==> src/rtl/cfg_unlock_pkg.sv <==
package cfg_unlock_pkg;
    localparam int IO_AW          = 16;
    localparam int DATA_W         = 8;
    localparam int KEY_LEN        = 5;
    localparam int STEP_W         = $clog2(KEY_LEN + 1);
    localparam int TBL_N          = 8;
    localparam int IDX_W          = $clog2(TBL_N);
    localparam int CODE_W         = 3;
    localparam int IRQ_W          = 4;
    localparam int WIN_BYTES      = 16;
    localparam int OFS_W          = $clog2(WIN_BYTES);
    localparam int CTRL_OFS       = 9;
    localparam int CTRL_DROP_BIT  = 6;
    localparam int IRQ_ALIAS_CODE = 2;
    localparam int IRQ_ALIAS_LINE = 9;

    // Unlock key byte at position pos for key set sel
    function automatic logic [DATA_W-1:0] key_byte(input int sel, input int pos);
        logic [DATA_W-1:0] b;
        b = '0;
        if (sel == 0) begin
            case (pos)
                0: b = 8'h59;
                1: b = 8'hB9;
                2: b = 8'hC5;
                3: b = 8'hAE;
                4: b = 8'hA6;
                default: b = '0;
            endcase
        end else begin
            case (pos)
                0: b = 8'h0F;
                1: b = 8'h22;
                2: b = 8'hF0;
                3: b = 8'h20;
                4: b = 8'h80;
                default: b = '0;
            endcase
        end
        return b;
    endfunction

    // Window base for table set sel and entry idx
    function automatic logic [IO_AW-1:0] base_entry(input int sel, input logic [IDX_W-1:0] idx);
        logic [IO_AW-1:0] a;
        if (sel == 0) begin
            case (idx)
                3'd0: a = 16'h0280;
                3'd1: a = 16'h0290;
                3'd2: a = 16'h0300;
                3'd3: a = 16'h0310;
                3'd4: a = 16'h0330;
                3'd5: a = 16'h0340;
                3'd6: a = 16'h0348;
                default: a = 16'h0350;
            endcase
        end else begin
            case (idx)
                3'd0: a = 16'h0220;
                3'd1: a = 16'h0240;
                3'd2: a = 16'h0280;
                3'd3: a = 16'h02A0;
                3'd4: a = 16'h02C0;
                3'd5: a = 16'h0300;
                3'd6: a = 16'h0320;
                default: a = 16'h0340;
            endcase
        end
        return a;
    endfunction

    // Interrupt code to line number, one code aliased to a high line
    function automatic logic [IRQ_W-1:0] irq_of(input logic [CODE_W-1:0] code);
        if (code == CODE_W'(IRQ_ALIAS_CODE))
            return IRQ_W'(IRQ_ALIAS_LINE);
        return IRQ_W'(code);
    endfunction
endpackage

==> src/rtl/cfg_key_tracker.sv <==
module cfg_key_tracker
    import cfg_unlock_pkg::*;
#(
    parameter int               KEY_SET    = 0,
    parameter logic [IO_AW-1:0] PORT_START = 16'h0779,
    parameter logic [IO_AW-1:0] PORT_STEP  = 16'h0379
) (
    input  logic              clk,
    input  logic              rst_n,
    input  logic              wr_en,
    input  logic [IO_AW-1:0]  wr_addr,
    input  logic [DATA_W-1:0] wr_data,
    output logic              cfg_stb,
    output logic              cfg_en,
    output logic [IDX_W-1:0]  cfg_idx,
    output logic [CODE_W-1:0] cfg_code
);
    typedef struct packed {
        logic [STEP_W-1:0] step;   // 0 idle, 1..KEY_LEN-1 bytes matched, KEY_LEN awaiting config
    } trk_t;

    trk_t trk_d, trk_q;
    logic stb_d;
    logic hit_start, hit_step, step_mid, step_ok;

    always_comb begin
        hit_start = wr_en && (wr_addr == PORT_START);
        hit_step  = wr_en && (wr_addr == PORT_STEP);
        step_mid  = (trk_q.step != '0) && (trk_q.step < STEP_W'(KEY_LEN));
        step_ok   = (wr_data == key_byte(KEY_SET, int'(trk_q.step)));
        trk_d     = trk_q;
        stb_d     = 1'b0;
        if (hit_start) begin
            trk_d.step = (wr_data == key_byte(KEY_SET, 0)) ? STEP_W'(1) : '0;
        end else if (hit_step) begin
            if (trk_q.step == STEP_W'(KEY_LEN)) begin
                stb_d      = 1'b1;
                trk_d.step = '0;
            end else if (step_mid) begin
                trk_d.step = step_ok ? trk_q.step + STEP_W'(1) : '0;
            end
        end
    end

    always_ff @(posedge clk or negedge rst_n) begin
        if (!rst_n) trk_q <= '0;
        else        trk_q <= trk_d;
    end

    assign cfg_stb  = stb_d;
    assign cfg_en   = wr_data[DATA_W-1];
    assign cfg_idx  = wr_data[IDX_W-1:0];
    assign cfg_code = wr_data[DATA_W-2 -: CODE_W];

    p_cfg_back_to_idle_r2: assert property (@(posedge clk) disable iff (!rst_n)
        cfg_stb |=> (trk_q.step == '0));

    p_mismatch_drops_key_r3: assert property (@(posedge clk) disable iff (!rst_n)
        (wr_en && wr_addr == PORT_STEP && trk_q.step != '0 && trk_q.step < STEP_W'(KEY_LEN)
         && wr_data != key_byte(KEY_SET, int'(trk_q.step))) |=> (trk_q.step == '0));

    p_bad_start_drops_key_r4: assert property (@(posedge clk) disable iff (!rst_n)
        (wr_en && wr_addr == PORT_START && wr_data != key_byte(KEY_SET, 0)) |=> (trk_q.step == '0));

    p_idle_stays_idle_r5: assert property (@(posedge clk) disable iff (!rst_n)
        (trk_q.step == '0 && !(wr_en && wr_addr == PORT_START)) |=> (trk_q.step == '0));
endmodule

==> src/rtl/cfg_map_regs.sv <==
module cfg_map_regs
    import cfg_unlock_pkg::*;
#(
    parameter int MAP_SET = 0
) (
    input  logic              clk,
    input  logic              rst_n,
    input  logic              cfg_stb,
    input  logic              cfg_en,
    input  logic [IDX_W-1:0]  cfg_idx,
    input  logic [CODE_W-1:0] cfg_code,
    output logic              enabled,
    output logic [IO_AW-1:0]  base_addr,
    output logic [IRQ_W-1:0]  irq_line
);
    typedef struct packed {
        logic              en;
        logic [IDX_W-1:0]  idx;
        logic [CODE_W-1:0] code;
    } map_t;

    map_t map_d, map_q;

    always_comb begin
        map_d = map_q;
        if (cfg_stb) begin
            map_d.en   = cfg_en;
            map_d.idx  = cfg_idx;
            map_d.code = cfg_code;
        end
    end

    always_ff @(posedge clk or negedge rst_n) begin
        if (!rst_n) map_q <= '0;
        else        map_q <= map_d;
    end

    assign enabled   = map_q.en;
    assign base_addr = base_entry(MAP_SET, map_q.idx);
    assign irq_line  = irq_of(map_q.code);

    p_map_holds_r5: assert property (@(posedge clk) disable iff (!rst_n)
        !cfg_stb |=> $stable(map_q));

    p_alias_code_never_raw_r7: assert property (@(posedge clk) disable iff (!rst_n)
        irq_line != IRQ_W'(IRQ_ALIAS_CODE));
endmodule

==> src/rtl/cfg_window.sv <==
module cfg_window
    import cfg_unlock_pkg::*;
(
    input  logic              clk,
    input  logic              rst_n,
    input  logic              enabled,
    input  logic [IO_AW-1:0]  base_addr,
    input  logic              wr_en,
    input  logic [IO_AW-1:0]  wr_addr,
    input  logic [DATA_W-1:0] wr_data,
    input  logic              rd_en,
    input  logic [IO_AW-1:0]  rd_addr,
    output logic              rd_hit,
    output logic [OFS_W-1:0]  rd_ofs,
    output logic [DATA_W-1:0] rd_data
);
    localparam logic [DATA_W-1:0] KEEP_MASK = ~(DATA_W'(1) << CTRL_DROP_BIT);

    typedef struct packed {
        logic [DATA_W-1:0] ctrl;
    } win_t;

    win_t win_d, win_q;
    logic [IO_AW-1:0] wr_diff, rd_diff;
    logic             wr_in, rd_in, ctrl_wr;

    always_comb begin
        wr_diff = wr_addr - base_addr;
        rd_diff = rd_addr - base_addr;
        wr_in   = enabled && (wr_addr >= base_addr) && (wr_diff < IO_AW'(WIN_BYTES));
        rd_in   = enabled && (rd_addr >= base_addr) && (rd_diff < IO_AW'(WIN_BYTES));
        ctrl_wr = wr_en && wr_in && (wr_diff[OFS_W-1:0] == OFS_W'(CTRL_OFS));
        win_d   = win_q;
        if (ctrl_wr) win_d.ctrl = wr_data & KEEP_MASK;
        rd_hit  = rd_en && rd_in;
        rd_ofs  = rd_hit ? rd_diff[OFS_W-1:0] : '0;
        rd_data = (rd_hit && rd_ofs == OFS_W'(CTRL_OFS)) ? win_q.ctrl : '1;
    end

    always_ff @(posedge clk or negedge rst_n) begin
        if (!rst_n) win_q <= '0;
        else        win_q <= win_d;
    end

    p_disabled_silent_r6: assert property (@(posedge clk) disable iff (!rst_n)
        !enabled |-> (!rd_hit && rd_data == '1));

    p_miss_reads_ones_r8: assert property (@(posedge clk) disable iff (!rst_n)
        !rd_hit |-> (rd_data == '1 && rd_ofs == '0));

    p_disabled_keeps_ctrl_r10: assert property (@(posedge clk) disable iff (!rst_n)
        !enabled |=> $stable(win_q));
endmodule

==> src/rtl/cfg_unlock_decoder.sv <==
module cfg_unlock_decoder
    import cfg_unlock_pkg::*;
#(
    parameter int               KEY_SET    = 0,
    parameter int               MAP_SET    = 0,
    parameter logic [IO_AW-1:0] PORT_START = 16'h0779,
    parameter logic [IO_AW-1:0] PORT_STEP  = 16'h0379
) (
    input  logic              clk,
    input  logic              rst_n,
    input  logic              wr_en,
    input  logic [IO_AW-1:0]  wr_addr,
    input  logic [DATA_W-1:0] wr_data,
    input  logic              rd_en,
    input  logic [IO_AW-1:0]  rd_addr,
    output logic [DATA_W-1:0] rd_data,
    output logic              rd_hit,
    output logic [OFS_W-1:0]  rd_ofs,
    output logic              enabled,
    output logic [IO_AW-1:0]  base_addr,
    output logic [IRQ_W-1:0]  irq_line
);
    logic              cfg_stb, cfg_en;
    logic [IDX_W-1:0]  cfg_idx;
    logic [CODE_W-1:0] cfg_code;

    cfg_key_tracker #(
        .KEY_SET(KEY_SET), .PORT_START(PORT_START), .PORT_STEP(PORT_STEP)
    ) u_trk (
        .clk(clk), .rst_n(rst_n), .wr_en(wr_en), .wr_addr(wr_addr), .wr_data(wr_data),
        .cfg_stb(cfg_stb), .cfg_en(cfg_en), .cfg_idx(cfg_idx), .cfg_code(cfg_code)
    );

    cfg_map_regs #(.MAP_SET(MAP_SET)) u_map (
        .clk(clk), .rst_n(rst_n), .cfg_stb(cfg_stb), .cfg_en(cfg_en), .cfg_idx(cfg_idx),
        .cfg_code(cfg_code), .enabled(enabled), .base_addr(base_addr), .irq_line(irq_line)
    );

    cfg_window u_win (
        .clk(clk), .rst_n(rst_n), .enabled(enabled), .base_addr(base_addr),
        .wr_en(wr_en), .wr_addr(wr_addr), .wr_data(wr_data),
        .rd_en(rd_en), .rd_addr(rd_addr), .rd_hit(rd_hit), .rd_ofs(rd_ofs), .rd_data(rd_data)
    );
endmodule

==> config.mk <==
export PLATFORM = sky130hd
export DESIGN_NAME = cfg_unlock_decoder
export DESIGN_NICKNAME = d
export VERILOG_FILES = /design/src/rtl/cfg_unlock_pkg.sv /design/src/rtl/cfg_key_tracker.sv /design/src/rtl/cfg_map_regs.sv /design/src/rtl/cfg_window.sv /design/src/rtl/cfg_unlock_decoder.sv
export SDC_FILE = /design/constraint.sdc
export NUM_CORES = 1
export LEC_CHECK = 0
export ABC_AREA = 1
export ABC_CLOCK_PERIOD_IN_PS = 2800
export BUFFER_PORTS_ARGS = -buffer_cell sky130_fd_sc_hd__buf_2
export CORE_MARGIN = 4
export CORE_UTILIZATION = 45
export DETAILED_ROUTE_END_ITERATION = 16
export GPL_TIMING_DRIVEN = 0
export PLACE_DENSITY = 0.71
export SLEW_MARGIN = 20
export SYNTH_ARGS = -nofsm -noshare
export SYNTH_HDL_FRONTEND = slang
export SYNTH_SLANG_ARGS = --single-unit
==> constraint.sdc <==
create_clock -name clk -period 2.8 [get_ports clk]
set_input_delay 0.14 -clock clk [delete_from_list [all_inputs] [get_ports clk]]
set_output_delay 0.14 -clock clk [all_outputs]
set_load 0.02 [all_outputs]
==> run metrics, run 1 <==
Max Cap Viol 0; GR peak layer met2; NetSw 0.0002419 W; Num Clock Sinks 17; grt total ovfl 0; clock power share 27.6%; Worst R2R Setup Slack 0.15 ns; logic gate share of total power 36.3%; Synth-to-Final Area Change 31.42%; maximum vdd drop 0.2039 mV; routed via count 3048; # setup viols final 13; Final Critical Period 3.061 ns; Avg Synthesized Cell Area 5.640 sq um; Worst setup SP type flip-flop; Post-Route WL 7025 um; crit-path max FO 8; synthesized instance count 461; most common cell after layout, fill and taps aside nand2_1; Clk pin slew, worst setup/hold paths 0.07 ns; switching share of power 35.56%; num ports 78; Final Cycle Share 109.3%; Crit Reg-Reg Startpoint u_map.map_q[4]; first-pass GRT wire length 11940 um; maximum buffer depth of the clock tree 2; register share of total power 36.1%; Max-slew headroom 47.62%; initial antenna violation count 0; CP startpoint u_map.map_q[4]; largest cells by area after synthesis nand2_1 (22%), dfrtp_1 (16%), inv_1 (13%), ha_1 (7.7%), nand3_1 (7.7%); Routed Antenna Nets 0; Nets 619; violated checks setup timing; drt wl/cell 11.19 um; Max Clk Rate 326.7 MHz; worst hold slack 0.1917 ns; HPWL after DPL 5791 um; #FFs+latches synth 17; share of layout cells above drive strength 1 26.80%; post-route design area 3417 sq um; largest net degree at the start of global routing 18; fin util 61.68%; CP endpoint kind primary output; Worst EP arrival 2.92 ns; commonest cells after routing, fill and taps aside nand2_1 (142), inv_1 (83), buf_2 (66), nor2_1 (36), nand3_1 (35); Residual DRC 0; Hold Path Class in2reg; Yosys top cell by area nand2_1; insertion delay to the later sink of the worst-skew pair 0.26 ns; Seq/Total Area, Yosys 16.36%; Die ar. 7058 sq um; Worst Setup Slack, final -0.2611 ns; top cell type's share of synthesized area 21.51%; overall routing resource usage 20.05%; CTS tree yes; Initial Util 46.93%; leakage power 1.925 nW; endpoints failing hold 0; initial drt markers 83; unrepaired setup endpoints after global routing true; r2r endpoint u_win.win_q[4]; worst setup path endpoint rd_data[1]; Pins Over Slew Limit 0; GR Util met2 35.86%; P_int 0.0004384 W; Die H 84.01 um; htree depth 1; die width 84.01 um; n_diodes 0; Slew @ Worst Pin 0.7797 ns; PwrDens 199.1 nW/um^2; YS warnings 0; Avg Vias per Cell 4.854; placed cell area 3110 sq um; # port buffers 67; post-synthesis cell type count 34; Post-Syn Area 2600 sq um; clk_skew 0.001774 ns; CTS buffer count 3; met1 usage 25.33%; kind of critical path reg2out; status complete, but fails checks; vias in the first global route 2791; Core ar. 5540 sq um; Initial DRT Pass Iterations 4; row count 27; worst endpoint required time 2.66 ns; reg2reg path depth 16; Root Driver clkbuf_8; met3 Resource Use GR 3.258%; GP Congestion 0.9182
==> layout make-up <==
type / count / area, sq um
buffer: 13 / 88.84
clock buffer: 3 / 41.29
clock inverter: 1 / 5.005
fill: 534 / 2123
inverter: 90 / 340.3
multi-input combinational: 349 / 1944
sequential: 17 / 429.2
tap: 72 / 90.09
timing repair buffer: 83 / 478.0
==> sequential cells by signal, summed over array words and instances, names as in the netlist <==
signal / flops
u_map.map_q: 6
u_win.win_q: 7
u_trk.trk_q: 3
u_map.enabled: 1
==> power groups by stage <==
stage                     Combinational, W  Sequential (W)  Clock, W
after global routing              0.000280        0.000245  0.000207
after CTS                         0.000237        0.000245  0.000196
after detailed placement          0.000228        0.000250         0
after global placement            0.000226        0.000250         0
after floorplan                   0.000154        0.000250         0
final                             0.000247        0.000246  0.000188
==> worst max-delay path: stages, from the launching register on <==
cell and delay [ns]:
dfrtp_2 0.47, nand2_2 0.09, nor2_4 0.16, ha_4 0.15, inv_2 0.05, fa_2 0.42, nand3b_1 0.15, nor2_1 0.09
nand2_1 0.06, nor2_1 0.11, nand3_1 0.09, nor2_1 0.13, nand3_2 0.14, nor2_4 0.22, nand4_1 0.13, buf_4 0.20
==> cells in the mapped netlist <==
cell and n:
nor3_1 13, o21ai_2 1, nand4_1 25, or2_1 1
nand3b_1 2, nor2_2 3, o21a_1 1, o21ai_0 14
xor2_1 7, dfrtp_1 17, nand2_1 149, xnor2_1 1
o22ai_1 1, nor2_4 1, conb_1 2, ha_1 16
inv_1 88, a21oi_1 7, nand2_2 2, clkbuf_1 1
fa_1 2, a31oi_1 1, o21ai_1 1, inv_2 2
nor2_1 41, nand3_1 40, nor4_1 4, or2_2 2
nand3_4 1, a21boi_2 1, nor3_2 1, buf_4 10
nor3_4 1, buf_2 2
==> stage by stage <==
step                setup TNS, ns  worst slack (ns)  instances  power [W]
finish                     -2.777           -0.2611        628  0.0006803
global route               -5.372           -0.4766        628  0.0007325
CTS                        -2.595           -0.2461        622  0.0006785
detailed placement         -2.107           -0.2675        608  0.0004785
global placement           -1.993           -0.2548        608  0.0004758
floorplan                 -0.5334          -0.07971        469  0.0004045
==> routing by layer <==
metal | wire length [um] | up-vias | part of all wire [%]
met5 | 0 | - | 0
met4 | 65 | 0 | 0.93
met3 | 424 | 8 | 6.0
met2 | 3449 | 69 | 49
met1 | 3085 | 1341 | 44
li1 | - | 1630 | -
==> what timing repair did <==
action                                  4_1_cts  5_1_grt
setup buffers                                 9        6
pin swaps                                     9       10
hold buffers                                  1        0
gates resized for setup                      18       19
gates cloned                                  0        0
hold endpoints to repair                     17        0
endpoints found under the setup margin       15       20
==> worst min-delay path by stage <==
stage                    start             end  slack [ns]  depth (start not counted)
global route        wr_data[5]  u_map.map_q[1]        0.22                          3
detailed placement       rst_n  u_win.win_q[7]        0.08                          1
global placement         rst_n  u_win.win_q[4]        0.09                          1
CTS                 wr_data[5]  u_map.map_q[1]        0.18                          3
finish              wr_data[5]  u_map.map_q[1]        0.19                          3
floorplan                rst_n   u_map.enabled       -0.16                          0
==> cell families after synthesis <==
family                   Yosys count  synth area share, %
AND/OR/NAND/NOR                  286                49.23
buffers and inverters            103                16.41
flip-flops                        17                16.36
adder cells (fa/ha/maj)           18                9.240
XOR/XNOR                           8                2.695
other                              2               0.2888
AO/OA/AOI/OAI                     27                5.775
No activity file was read; power rests on OpenSTA's default activity.
==> run 2: changes to the inputs <==
--- a/config.mk
+++ b/config.mk
@@ -6,7 +6,7 @@
 export NUM_CORES = 1
 export LEC_CHECK = 0
 export ABC_AREA = 1
-export ABC_CLOCK_PERIOD_IN_PS = 2800
+export ABC_CLOCK_PERIOD_IN_PS = 2900
 export BUFFER_PORTS_ARGS = -buffer_cell sky130_fd_sc_hd__buf_2
 export CORE_MARGIN = 4
 export CORE_UTILIZATION = 45
==> constraint.sdc (replaced) <==
create_clock -name clk -period 2.9 [get_ports clk]
set_input_delay 0.145 -clock clk [delete_from_list [all_inputs] [get_ports clk]]
set_output_delay 0.145 -clock clk [all_outputs]
set_load 0.02 [all_outputs]
==> run metrics, run 2 (synthesis gave the netlist of run 1 again) <==
status complete, but fails checks; violated checks setup timing; worst endpoint required time 2.76 ns (+0.10 ns); logic gate share of total power 35.9% (-0.4 points); biggest regs u_win.win_q: 7 flops, u_map.map_q: 6 flops, u_trk.trk_q: 3 flops; post-route design area 3433 sq um (+0.48%); maximum vdd drop 0.2862 mV (+40%); crit-path max FO 6 (-2); switching share of power 35.27% (-0.30 points); commonest cells after routing, fill and taps aside nand2_1 (145), inv_1 (82), buf_2 (61), nor2_1 (38), nand3_1 (38); grt total ovfl 0 (unchanged); placed cell area 3093 sq um (-0.56%); leakage power 1.937 nW (+0.63%); Residual DRC 0 (unchanged); Root Driver clkbuf_8; insertion delay to the later sink of the worst-skew pair 0.25 ns (about the same); Crit path largest cell delay 0.47 ns (about the same); register share of total power 36.6% (+0.5 points); P_int 0.0004190 W (-4.4%); max FFs per register 7 (unchanged); Post-Route WL 7030 um (about the same); clock power share 27.5% (about the same); Core ar. 5540 sq um (unchanged); Routed Antenna Nets 0 (unchanged); reg2reg path depth 17 (+1); final non-filler cell total 631 (+0.48%); Crit Reg-Reg Startpoint u_map.map_q[5]; # setup viols final 13 (unchanged); endpoints failing hold 0 (unchanged); Top reg by flops u_win.win_q; CP startpoint u_map.map_q[4]; Initial Util 46.93% (unchanged); Hold Path Class in2reg; worst setup path endpoint rd_data[6]; Slew @ Worst Pin 0.7731 ns (-0.006636 ns); maximum buffer depth of the clock tree 2 (unchanged); CTS buffer count 3 (unchanged); Worst EP arrival 2.92 ns (about the same); num ports 78 (unchanged); Synth-to-Final Area Change 32.05%; # port buffers 67 (unchanged); Slowest cell on crit path dfrtp_2; most common cell after layout, fill and taps aside nand2_1; initial antenna violation count 0 (unchanged); htree depth 1 (unchanged); setup_tns -1.576 ns (+1.202 ns); clk_skew 0.002948 ns (+0.001174 ns); Max Clk Rate 326.7 MHz; Worst R2R Setup Slack 0.23 ns (+0.08 ns); routed via count 3063 (+0.49%); Avg Vias per Cell 4.854 (about the same); drt wl/cell 11.14 um (-0.40%); die width 84.01 um (unchanged); CP endpoint kind primary output; initial drt markers 112 (+35%); PwrDens 188.5 nW/um^2 (-5.3%); Final Cycle Share 105.5%; r2r endpoint u_win.win_q[4]; share of layout cells above drive strength 1 26.12% (-0.68 points); NetSw 0.0002283 W (-5.7%); Die ar. 7058 sq um (unchanged); n_diodes 0 (unchanged); Power, Total 0.0006472 W (-4.9%); Die H 84.01 um (unchanged); worst-path cell chain buf_4 > o21ai_2 > ha_2 > or2_1 > nand3_1 > nand2_1 > nand2_1 > nand3_1 > nor2_1 > nand3_4 > buf_6 > nor3_4 > nand2_1 > buf_6; critical path's most frequent cell nand2_1; Clk pin slew, worst setup/hold paths 0.07 ns (about the same); Nets 622 (+0.48%); kind of critical path reg2out; vias in the first global route 2732 (-2.1%); fill count 555 (+3.9%); row count 27 (unchanged); Initial DRT Pass Iterations 4 (unchanged); GP Congestion 0.9268 (+0.94%); Num Clock Sinks 17 (unchanged); fin util 61.97% (+0.29 points); HPWL after DPL 5684 um (-1.9%); CTS tree yes; Max Cap Viol 0 (unchanged); unrepaired setup endpoints after global routing true; Final Critical Period 3.061 ns; first-pass GRT wire length 11610 um (-2.8%); largest net degree at the start of global routing 18 (unchanged); Worst Setup Slack, final -0.1605 ns (+0.1006 ns); Max-slew headroom 48.07% (+0.45 points); overall routing resource usage 19.38% (-0.67 points); Worst setup SP type flip-flop; Pins Over Slew Limit 0 (unchanged); placed instance count 608 (unchanged)
==> run 2: worst min path at each step <==
stage	startpoint	to	slack, ns	cells past startpoint
after detailed placement	rst_n	u_win.win_q[5]	0.09	1
after CTS	wr_data[5]	u_map.map_q[1]	0.19	3
after global routing	wr_data[5]	u_map.map_q[1]	0.20	3
after floorplan	rst_n	u_map.enabled	-0.15	0
after global placement	rst_n	u_win.win_q[5]	0.09	1
final	wr_data[5]	u_map.map_q[1]	0.20	3
==> run 2: cell type report <==
| type | count | area [sq um] | share of cell area (%) |
|---|---|---|---|
| buffer | 13 | 88.84 | 2.587 |
| clock buffer | 3 | 41.29 | 1.203 |
| clock inverter | 1 | 5.005 | 0.1458 |
| inverter | 90 | 340.3 | 9.913 |
| multi-input combinational | 349 | 1916 | 55.79 |
| sequential | 17 | 429.2 | 12.50 |
| tap | 72 | 90.09 | 2.624 |
| timing repair buffer | 86 | 523.0 | 15.23 |
==> run 2: timing repair <==
action | CTS | global route
pin swaps | 15 | 10
resized for setup | 20 | 26
hold endpoints to repair | 17 | 0
endpoints found under the setup margin | 13 | 20
buffers inserted | 10 | 8
hold buffers | 1 | 0
==> run 2: worst max-delay path, delay by kind of cell (launching register included) <==
family	cells	cell delay, ns
flops	1	0.47
buf+inv	3	0.46
compound gates	1	0.26
fa+ha+maj	1	0.37
simple gates	9	1.08
==> run 2: layer usage <==
metal  wire length, um  global-route usage (%)  up-vias
met3               387                   2.863       10
met5                 0                       0        -
met1              3068                   24.80     1344
li1                  -                       -     1635
met2              3486                   34.27       74
met4                88                   4.240        0
==> run 2: power groups by stage <==
stage	Clock [W]	Combinational [W]	Sequential [W]
after floorplan	0	0.000148	0.000242
after detailed placement	0	0.000219	0.000242
after global placement	0	0.000216	0.000242
after CTS	0.000187	0.000223	0.000237
after global routing	0.000197	0.000263	0.000237
final	0.000178	0.000232	0.000237
==> run 2: stage by stage <==
step / setup WS, ns / hold slack, ns
2_1_floorplan: 0.02173 / -0.1506
3_3_place_gp: -0.1322 / 0.08664
3_5_place_dp: -0.1439 / 0.09374
4_1_cts: -0.1771 / 0.1939
5_1_grt: -0.3469 / 0.2017
6_report: -0.1605 / 0.2006
